### config.mk
export PLATFORM = sky130hd
export DESIGN_NAME = ftg_top
export DESIGN_NICKNAME = d
export VERILOG_FILES = /design/src/rtl/ftg_pkg.sv /design/src/rtl/ftg_decode.sv /design/src/rtl/ftg_pcrel_adder.sv /design/src/rtl/ftg_shadow_bank.sv /design/src/rtl/ftg_top.sv
export SDC_FILE = /design/constraint.sdc
export NUM_CORES = 1
export LEC_CHECK = 0
export ABC_CLOCK_PERIOD_IN_PS = 5600
export BUFFER_PORTS_ARGS = -buffer_cell sky130_fd_sc_hd__clkbuf_2
export CAP_MARGIN = 20
export CORE_MARGIN = 1.5
export CORE_UTILIZATION = 50
export CTS_BUF_LIST = sky130_fd_sc_hd__clkbuf_8 sky130_fd_sc_hd__clkbuf_16
export CTS_CLUSTER_DIAMETER = 150
export DETAILED_ROUTE_END_ITERATION = 16
export GPL_ROUTABILITY_DRIVEN = 0
export PLACE_DENSITY = 0.77
export RECOVER_POWER = 100
export SETUP_SLACK_MARGIN = 0.2
export SLEW_MARGIN = 0
export SYNTH_ARGS = -nofsm -noshare
export SYNTH_HDL_FRONTEND = slang
export SYNTH_SLANG_ARGS = --single-unit
### constraint.sdc
create_clock -name clk -period 5.6 [get_ports clk]
set_input_delay 1.68 -clock clk [delete_from_list [all_inputs] [get_ports clk]]
set_output_delay 1.68 -clock clk [all_outputs]
set_load 0.02 [all_outputs]
### src/rtl/ftg_pkg.sv
package ftg_pkg;
   typedef enum logic [2:0] {
      BK_NONE  = 3'd0,
      BK_PCREL = 3'd1,
      BK_RET   = 3'd2,
      BK_CALL  = 3'd3,
      BK_JUMP  = 3'd4
   } br_kind_e;

   localparam int NUM_SHADOW = 3;
   localparam int SH_RET  = 0;
   localparam int SH_CALL = 1;
   localparam int SH_JUMP = 2;
endpackage

### src/rtl/ftg_decode.sv
module ftg_decode
   import ftg_pkg::*;
#(
   parameter int XLEN     = 32,
   parameter int DISP_W   = 21,
   parameter int JMP_OPC  = 6'h1A,
   parameter int HINT_LSB = 14
) (
   input  logic [XLEN-1:0]   instr,
   output br_kind_e          kind,
   output logic [DISP_W-1:0] disp
);
   localparam int OPC_LSB = XLEN - 6;

   logic [5:0] opcode;
   logic [1:0] hint;

   assign opcode = instr[XLEN-1:OPC_LSB];
   assign hint   = instr[HINT_LSB+1:HINT_LSB];
   assign disp   = instr[DISP_W-1:0];

   always_comb begin
      kind = BK_NONE;
      if (opcode[5:4] == 2'b11) begin
         kind = BK_PCREL;
      end else if (opcode == 6'(JMP_OPC)) begin
         unique case (hint)
            2'b00:   kind = BK_JUMP;
            2'b01:   kind = BK_CALL;
            2'b10:   kind = BK_RET;
            default: kind = BK_NONE;
         endcase
      end
   end
endmodule

### src/rtl/ftg_pcrel_adder.sv
module ftg_pcrel_adder #(
   parameter int XLEN   = 32,
   parameter int DISP_W = 21
) (
   input  logic [XLEN-1:0]   pc,
   input  logic [DISP_W-1:0] disp,
   output logic [XLEN-1:0]   target
);
   localparam int EXT_W = XLEN - DISP_W;

   logic [XLEN-1:0] disp_sx;
   logic [XLEN:0]   sum_ext;
   logic            unused_lsb;

   assign disp_sx = {{EXT_W{disp[DISP_W-1]}}, disp};
   // Appending a 1 to both operands makes a carry into bit 1 of one adder,
   // giving pc + disp + 1 with no separate increment.
   assign sum_ext    = {pc, 1'b1} + {disp_sx, 1'b1};
   assign target     = sum_ext[XLEN:1];
   assign unused_lsb = sum_ext[0];
endmodule

### src/rtl/ftg_shadow_bank.sv
module ftg_shadow_bank
   import ftg_pkg::*;
#(
   parameter int XLEN     = 32,
   parameter int IDX_W    = 5,
   parameter int RET_REG  = 26,
   parameter int CALL_REG = 27,
   parameter int JUMP_REG = 28,
   parameter bit FWD_EN   = 1'b1
) (
   input  logic                  clk,
   input  logic                  rst_n,
   input  logic                  wr_en,
   input  logic [IDX_W-1:0]      wr_idx,
   input  logic [XLEN-1:0]       wr_data,
   input  logic [1:0]            rd_sel,
   output logic [XLEN-1:0]       rd_data
);
   localparam logic [IDX_W-1:0] REG_MAP [NUM_SHADOW] =
      '{IDX_W'(RET_REG), IDX_W'(CALL_REG), IDX_W'(JUMP_REG)};

   logic [XLEN-1:0] shadow [NUM_SHADOW];
   logic [NUM_SHADOW-1:0] hit;

   for (genvar g = 0; g < NUM_SHADOW; g++) begin : g_shadow
      assign hit[g] = wr_en && (wr_idx == REG_MAP[g]);
      always_ff @(posedge clk or negedge rst_n) begin
         if (!rst_n)      shadow[g] <= '0;
         else if (hit[g]) shadow[g] <= wr_data;
      end
   end

   logic [XLEN-1:0] stored;
   always_comb begin
      stored = '0;
      for (int i = 0; i < NUM_SHADOW; i++)
         if (rd_sel == 2'(i)) stored = shadow[i];
   end

   if (FWD_EN) begin : g_fwd
      logic sel_hit;
      always_comb begin
         sel_hit = 1'b0;
         for (int i = 0; i < NUM_SHADOW; i++)
            if (rd_sel == 2'(i) && hit[i]) sel_hit = 1'b1;
      end
      assign rd_data = sel_hit ? wr_data : stored;
   end else begin : g_nofwd
      assign rd_data = stored;
   end
endmodule

### src/rtl/ftg_top.sv
module ftg_top
   import ftg_pkg::*;
#(
   parameter int XLEN     = 32,
   parameter int DISP_W   = 21,
   parameter int IDX_W    = 5,
   parameter int RET_REG  = 26,
   parameter int CALL_REG = 27,
   parameter int JUMP_REG = 28,
   parameter int JMP_OPC  = 6'h1A,
   parameter int HINT_LSB = 14,
   parameter bit FWD_EN   = 1'b1
) (
   input  logic             clk,
   input  logic             rst_n,
   input  logic [31:0]      fetch_pc,
   input  logic [31:0]      fetch_instr,
   input  logic             rf_wr_en,
   input  logic [4:0]       rf_wr_idx,
   input  logic [31:0]      rf_wr_data,
   output logic [31:0]      tgt_addr,
   output logic             tgt_valid,
   output logic [2:0]       br_kind
);
   if (XLEN != 32 || IDX_W != 5) begin : g_chk_port
      $error("ftg_top: port widths assume XLEN=32, IDX_W=5");
   end
   if (DISP_W < 2 || DISP_W >= XLEN) begin : g_chk_disp
      $error("ftg_top: DISP_W out of range");
   end
   if (HINT_LSB + 1 >= XLEN - 6) begin : g_chk_hint
      $error("ftg_top: hint field overlaps opcode");
   end
   if (RET_REG == CALL_REG || RET_REG == JUMP_REG || CALL_REG == JUMP_REG) begin : g_chk_regs
      $error("ftg_top: shadowed registers must differ");
   end
   if (RET_REG >= (1 << IDX_W) || CALL_REG >= (1 << IDX_W) || JUMP_REG >= (1 << IDX_W)) begin : g_chk_idx
      $error("ftg_top: register index exceeds IDX_W");
   end

   br_kind_e          kind;
   logic [DISP_W-1:0] disp;
   logic [XLEN-1:0]   rel_tgt;
   logic [XLEN-1:0]   ind_tgt;
   logic [1:0]        rd_sel;

   ftg_decode #(.XLEN(XLEN), .DISP_W(DISP_W), .JMP_OPC(JMP_OPC), .HINT_LSB(HINT_LSB)) u_dec (
      .instr (fetch_instr),
      .kind  (kind),
      .disp  (disp)
   );

   ftg_pcrel_adder #(.XLEN(XLEN), .DISP_W(DISP_W)) u_add (
      .pc     (fetch_pc),
      .disp   (disp),
      .target (rel_tgt)
   );

   always_comb begin
      unique case (kind)
         BK_CALL: rd_sel = 2'(SH_CALL);
         BK_JUMP: rd_sel = 2'(SH_JUMP);
         default: rd_sel = 2'(SH_RET);
      endcase
   end

   ftg_shadow_bank #(
      .XLEN(XLEN), .IDX_W(IDX_W), .RET_REG(RET_REG), .CALL_REG(CALL_REG),
      .JUMP_REG(JUMP_REG), .FWD_EN(FWD_EN)
   ) u_bank (
      .clk     (clk),
      .rst_n   (rst_n),
      .wr_en   (rf_wr_en),
      .wr_idx  (rf_wr_idx),
      .wr_data (rf_wr_data),
      .rd_sel  (rd_sel),
      .rd_data (ind_tgt)
   );

   always_comb begin
      unique case (kind)
         BK_PCREL:                 tgt_addr = rel_tgt;
         BK_RET, BK_CALL, BK_JUMP: tgt_addr = ind_tgt;
         default:                  tgt_addr = '0;
      endcase
   end

   assign tgt_valid = (kind != BK_NONE);
   assign br_kind   = kind;
endmodule

==> run_results.csv <==
group,metric,value,unit
run_status,run_status,"finished, violations left",
run_status,failed_checks,"capacitance limit, slew limit, setup timing",
synthesis,post_synth.cell_area_avg,10.2,sq um
critical_path,endpoint_kind,"output pin",
die,dieArea,13600,sq um
detailed_routing,drt_wl_total,23600,microns
synthesis,post_synth_and_or_nand_nor_area_fraction,0.0862,
global_route,global_route.overflow_total,0,
detailed_routing,drc,0,
layout,final_nets,992,
detailed_routing,drt-wirelength-per-cell,22.9,microns
detailed_routing,post_drt_via_cell_ratio,6.38,
synthesis,synth_top_family_by_area,"multiplexers",
clock_tree,clk_root_buffer_cell,"clkbuf_16",
synthesis,ys_top_cells_by_area,"dfrtp_1 37%, mux2_2 17%, ha_1 6.6%",
sta,final-setup-viol-count,27,
detailed_routing,final_antenna_net_count,0,
layout,finalCoreUtilization,0.756,
clock_tree,cts.htree.levels,3,
placement,io_buffer_count,134,
critical_path,cp.required,3.92,ns
die,starting_utilization_of_the_core_area,0.513,
sta,finalSetupTns,-4.60,ns
detailed_routing,detailed_route_via_count,6567,
synthesis,synth_cell_type_count,56,
clock_tree,post_cts_hold_buffer_count,0,
synthesis,synthAdderAreaFrac,0.0688,
min_path,min-delay-path-class,"register to register",
global_route,maximum_number_of_pins_on_one_net_before_global_route_repair,56,
clock_tree,clk_pin_slew_worst_paths,0.06,ns
sta,drv_slew,155,
layout,top_registers,"u_bank.shadow x96",
layout,areaGrowthSynthToFinish,47.3,%
global_route,groute.usage.overall,0.284,
placement,hpwlAfterDp,13200,microns
sta,worst_hold_slack,0.507,ns
pwr,finalPower,2.41,mW
synthesis,yosys_most_used_dff,"dfrtp_1",
sta,final-hold-violation-count,0,
die,placementRows,41,
critical_path,path_class,"primary input to output pin",
synthesis,synth_mux_area_frac,0.218,
sta,worst_clock_skew,0,ns
detailed_routing,detail_route.iter0.violations,642,
layout,fillers,731,
synthesis,yosysTopAreaCellShare,0.371,
die,count_of_pins_on_the_block_boundary,140,
clock_tree,clk_latency,0.35,ns
synthesis,synth-compound-area-share,0.190,
job,max_cap_viol_count,4,
pwr,leakage,4.25,nW
clock_tree,clockBufferDepth,2,
layout,antenna_cells,0,
synthesis,ys_seq_elements,96,
synthesis,synth_edf_count,0,
synthesis,seq_area_frac_synth,0.371,
clock_tree,cts.sink_count,96,
critical_path,regToRegStartpoint,"u_bank.shadow[33]",
min_path,worst_hold_startpoint,"u_bank.shadow[94]",
global_route,first_pass_grt_wire_length,30000,microns
synthesis,yosysWarnings,0,
critical_path,timing.critical_path.fanout_max,4,
synthesis,synth.net_count,774,
sta,rsz0062_at_grt,"yes",
sta,max_freq,165,MHz
layout,largest_reg_flops,96,
synthesis,yosys.area.top_type,"dfrtp_1",
global_route,vias_in_the_first_global_route,6062,
critical_path,worst-endpoint-arrival,4.36,ns
synthesis,netlist_instances,635,
critical_path,startpoint_type,"primary input",
pwr,power-per-cell-area,253,nW/um^2
layout,final_layout_size_suffix_gt1_frac,0.534,
placement,placedInstanceArea,7910,sq um
sta,final_period_minus_worst_setup_slack,6.04,ns
die,chip_width,117,microns
pwr,max-vdd-ir-drop,0.159,mV
detailed_routing,detail_route.first_pass.iterations,5,
layout,layout.cell_area.non_filler,9540,sq um
critical_path,worst_setup_path_startpoint,"fetch_pc[0]",
sta,layout_setup_ws,-0.444,ns
sta,min_period_over_period,1.08,
global_route,number_of_antenna_violations_at_the_first_check_in_global_routing,0,
synthesis,synth_xor_xnor_area_share,0.0352,
layout,largest_register,"u_bank.shadow",
die,die_height,117,microns
synthesis,synth_commonest_cells,"96 x dfrtp_1, 96 x mux2_2, 62 x a21oi_1",
clock_tree,num_cts_buffers,9,
clock_tree,tritoncts,"done",
sta,headroom_to_the_max_slew_limit,-0.890,
synthesis,async_flop_share,1.00,
sta,worst_slew_pin_slew,2.83,ns
synthesis,syn_std_cell_area,6470,sq um
die,placeableCoreArea,12600,sq um
final timing paths:
check | to | slack [ns] | cells past startpoint
hold / removal | u_bank.shadow[94] | 0.51 | 1
hold reg to reg | u_bank.shadow[94] | 0.51 | 1
setup reg to reg | u_bank.shadow[33] | 4.72 | 1
max in group asynchronous | u_bank.shadow[48] | 1.12 | 2
setup / recovery | tgt_addr[24] | -0.44 | 16
min in group asynchronous | u_bank.shadow[91] | 2.25 | 1
per-layer routing:
layer	GRT usage	wire (microns)	vias to the layer above
met2	0.490	11500	427
met3	0.0402	1940	120
met4	0.0908	1120	0
met1	0.369	8970	3217
met5	0	0	-
li1	-	-	2803
critical path, cell delays in order:
cell,delay [ns]
clkbuf_16,0.13
inv_12,0.05
ha_4,0.12
inv_2,0.03
fa_2,0.36
a211oi_4,0.32
o21ai_2,0.12
nand2_2,0.12
o41ai_4,0.08
o41a_4,0.37
buf_6,0.14
and3_4,0.18
nand2b_4,0.15
xnor2_2,0.14
o22ai_2,0.19
clkbuf_8,0.18
through the flow:
step / instances / setup slack, ns
final: 1030 / -0.444
after global routing: 1030 / -0.521
after CTS: 1007 / -0.397
after detailed placement: 975 / -0.443
after global placement: 975 / -0.401
after floorplan: 635 / -0.00304
cells in the final DEF (no fill, tap or decap), types with 7 or more instances in the layout:
master and count:
inv_1 11, clkbuf_1 7, a21oi_1 39, buf_4 84
mux2i_1 24, a211oi_2 15, a21o_1 9, a21oi_2 18
dfrtp_1 96, a211oi_4 9, a211oi_1 14, nand2b_1 7
xnor2_1 12, clkbuf_16 12, clkbuf_8 9, buf_12 8
o22ai_1 14, nand2_1 21, ha_1 25, nor2_1 43
xor2_1 10, mux2_2 93, o22ai_2 13, buf_6 22
o21ai_0 14, ha_4 7, clkbuf_2 97
final cells by class:
| cell class | instances | area (sq um) | share of cell area |
|---|---|---|---|
| Timing Repair Buffer | 242 | 1930 | 0.203 |
| Clock buffer | 9 | 225 | 0.0236 |
| Inverter | 13 | 66.3 | 0.00695 |
| Sequential cell | 96 | 2400 | 0.252 |
| Tap cell | 172 | 215 | 0.0226 |
| Multi-Input combinational cell | 491 | 4610 | 0.483 |
| Clock inverter | 7 | 88.8 | 0.00931 |
repair_timing:
action | CTS | global route
gates cloned | 4 | 2
setup endpoints to repair | 32 | 32
pin swaps | 39 | 36
gates resized for setup | 111 | 124
buffers inserted | 12 | 21
power breakdown:
part	switching (mW)	internal [mW]	total (mW)
Combinational	0.409	0.419	0.828
Clock	0.263	0.388	0.651
Sequential	0.104	0.829	0.933
Total	0.776	1.64	2.41
cell families after synthesis:
logic type                 after synthesis
AOI/OAI and AO/OA                      188
adders and majority gates               35
xor gates and xnor gates                26
muxes                                  129
buffers and inverters                   48
and+or+nand+nor                        113
DFF                                     96
Power figures use the tool's default switching activity.
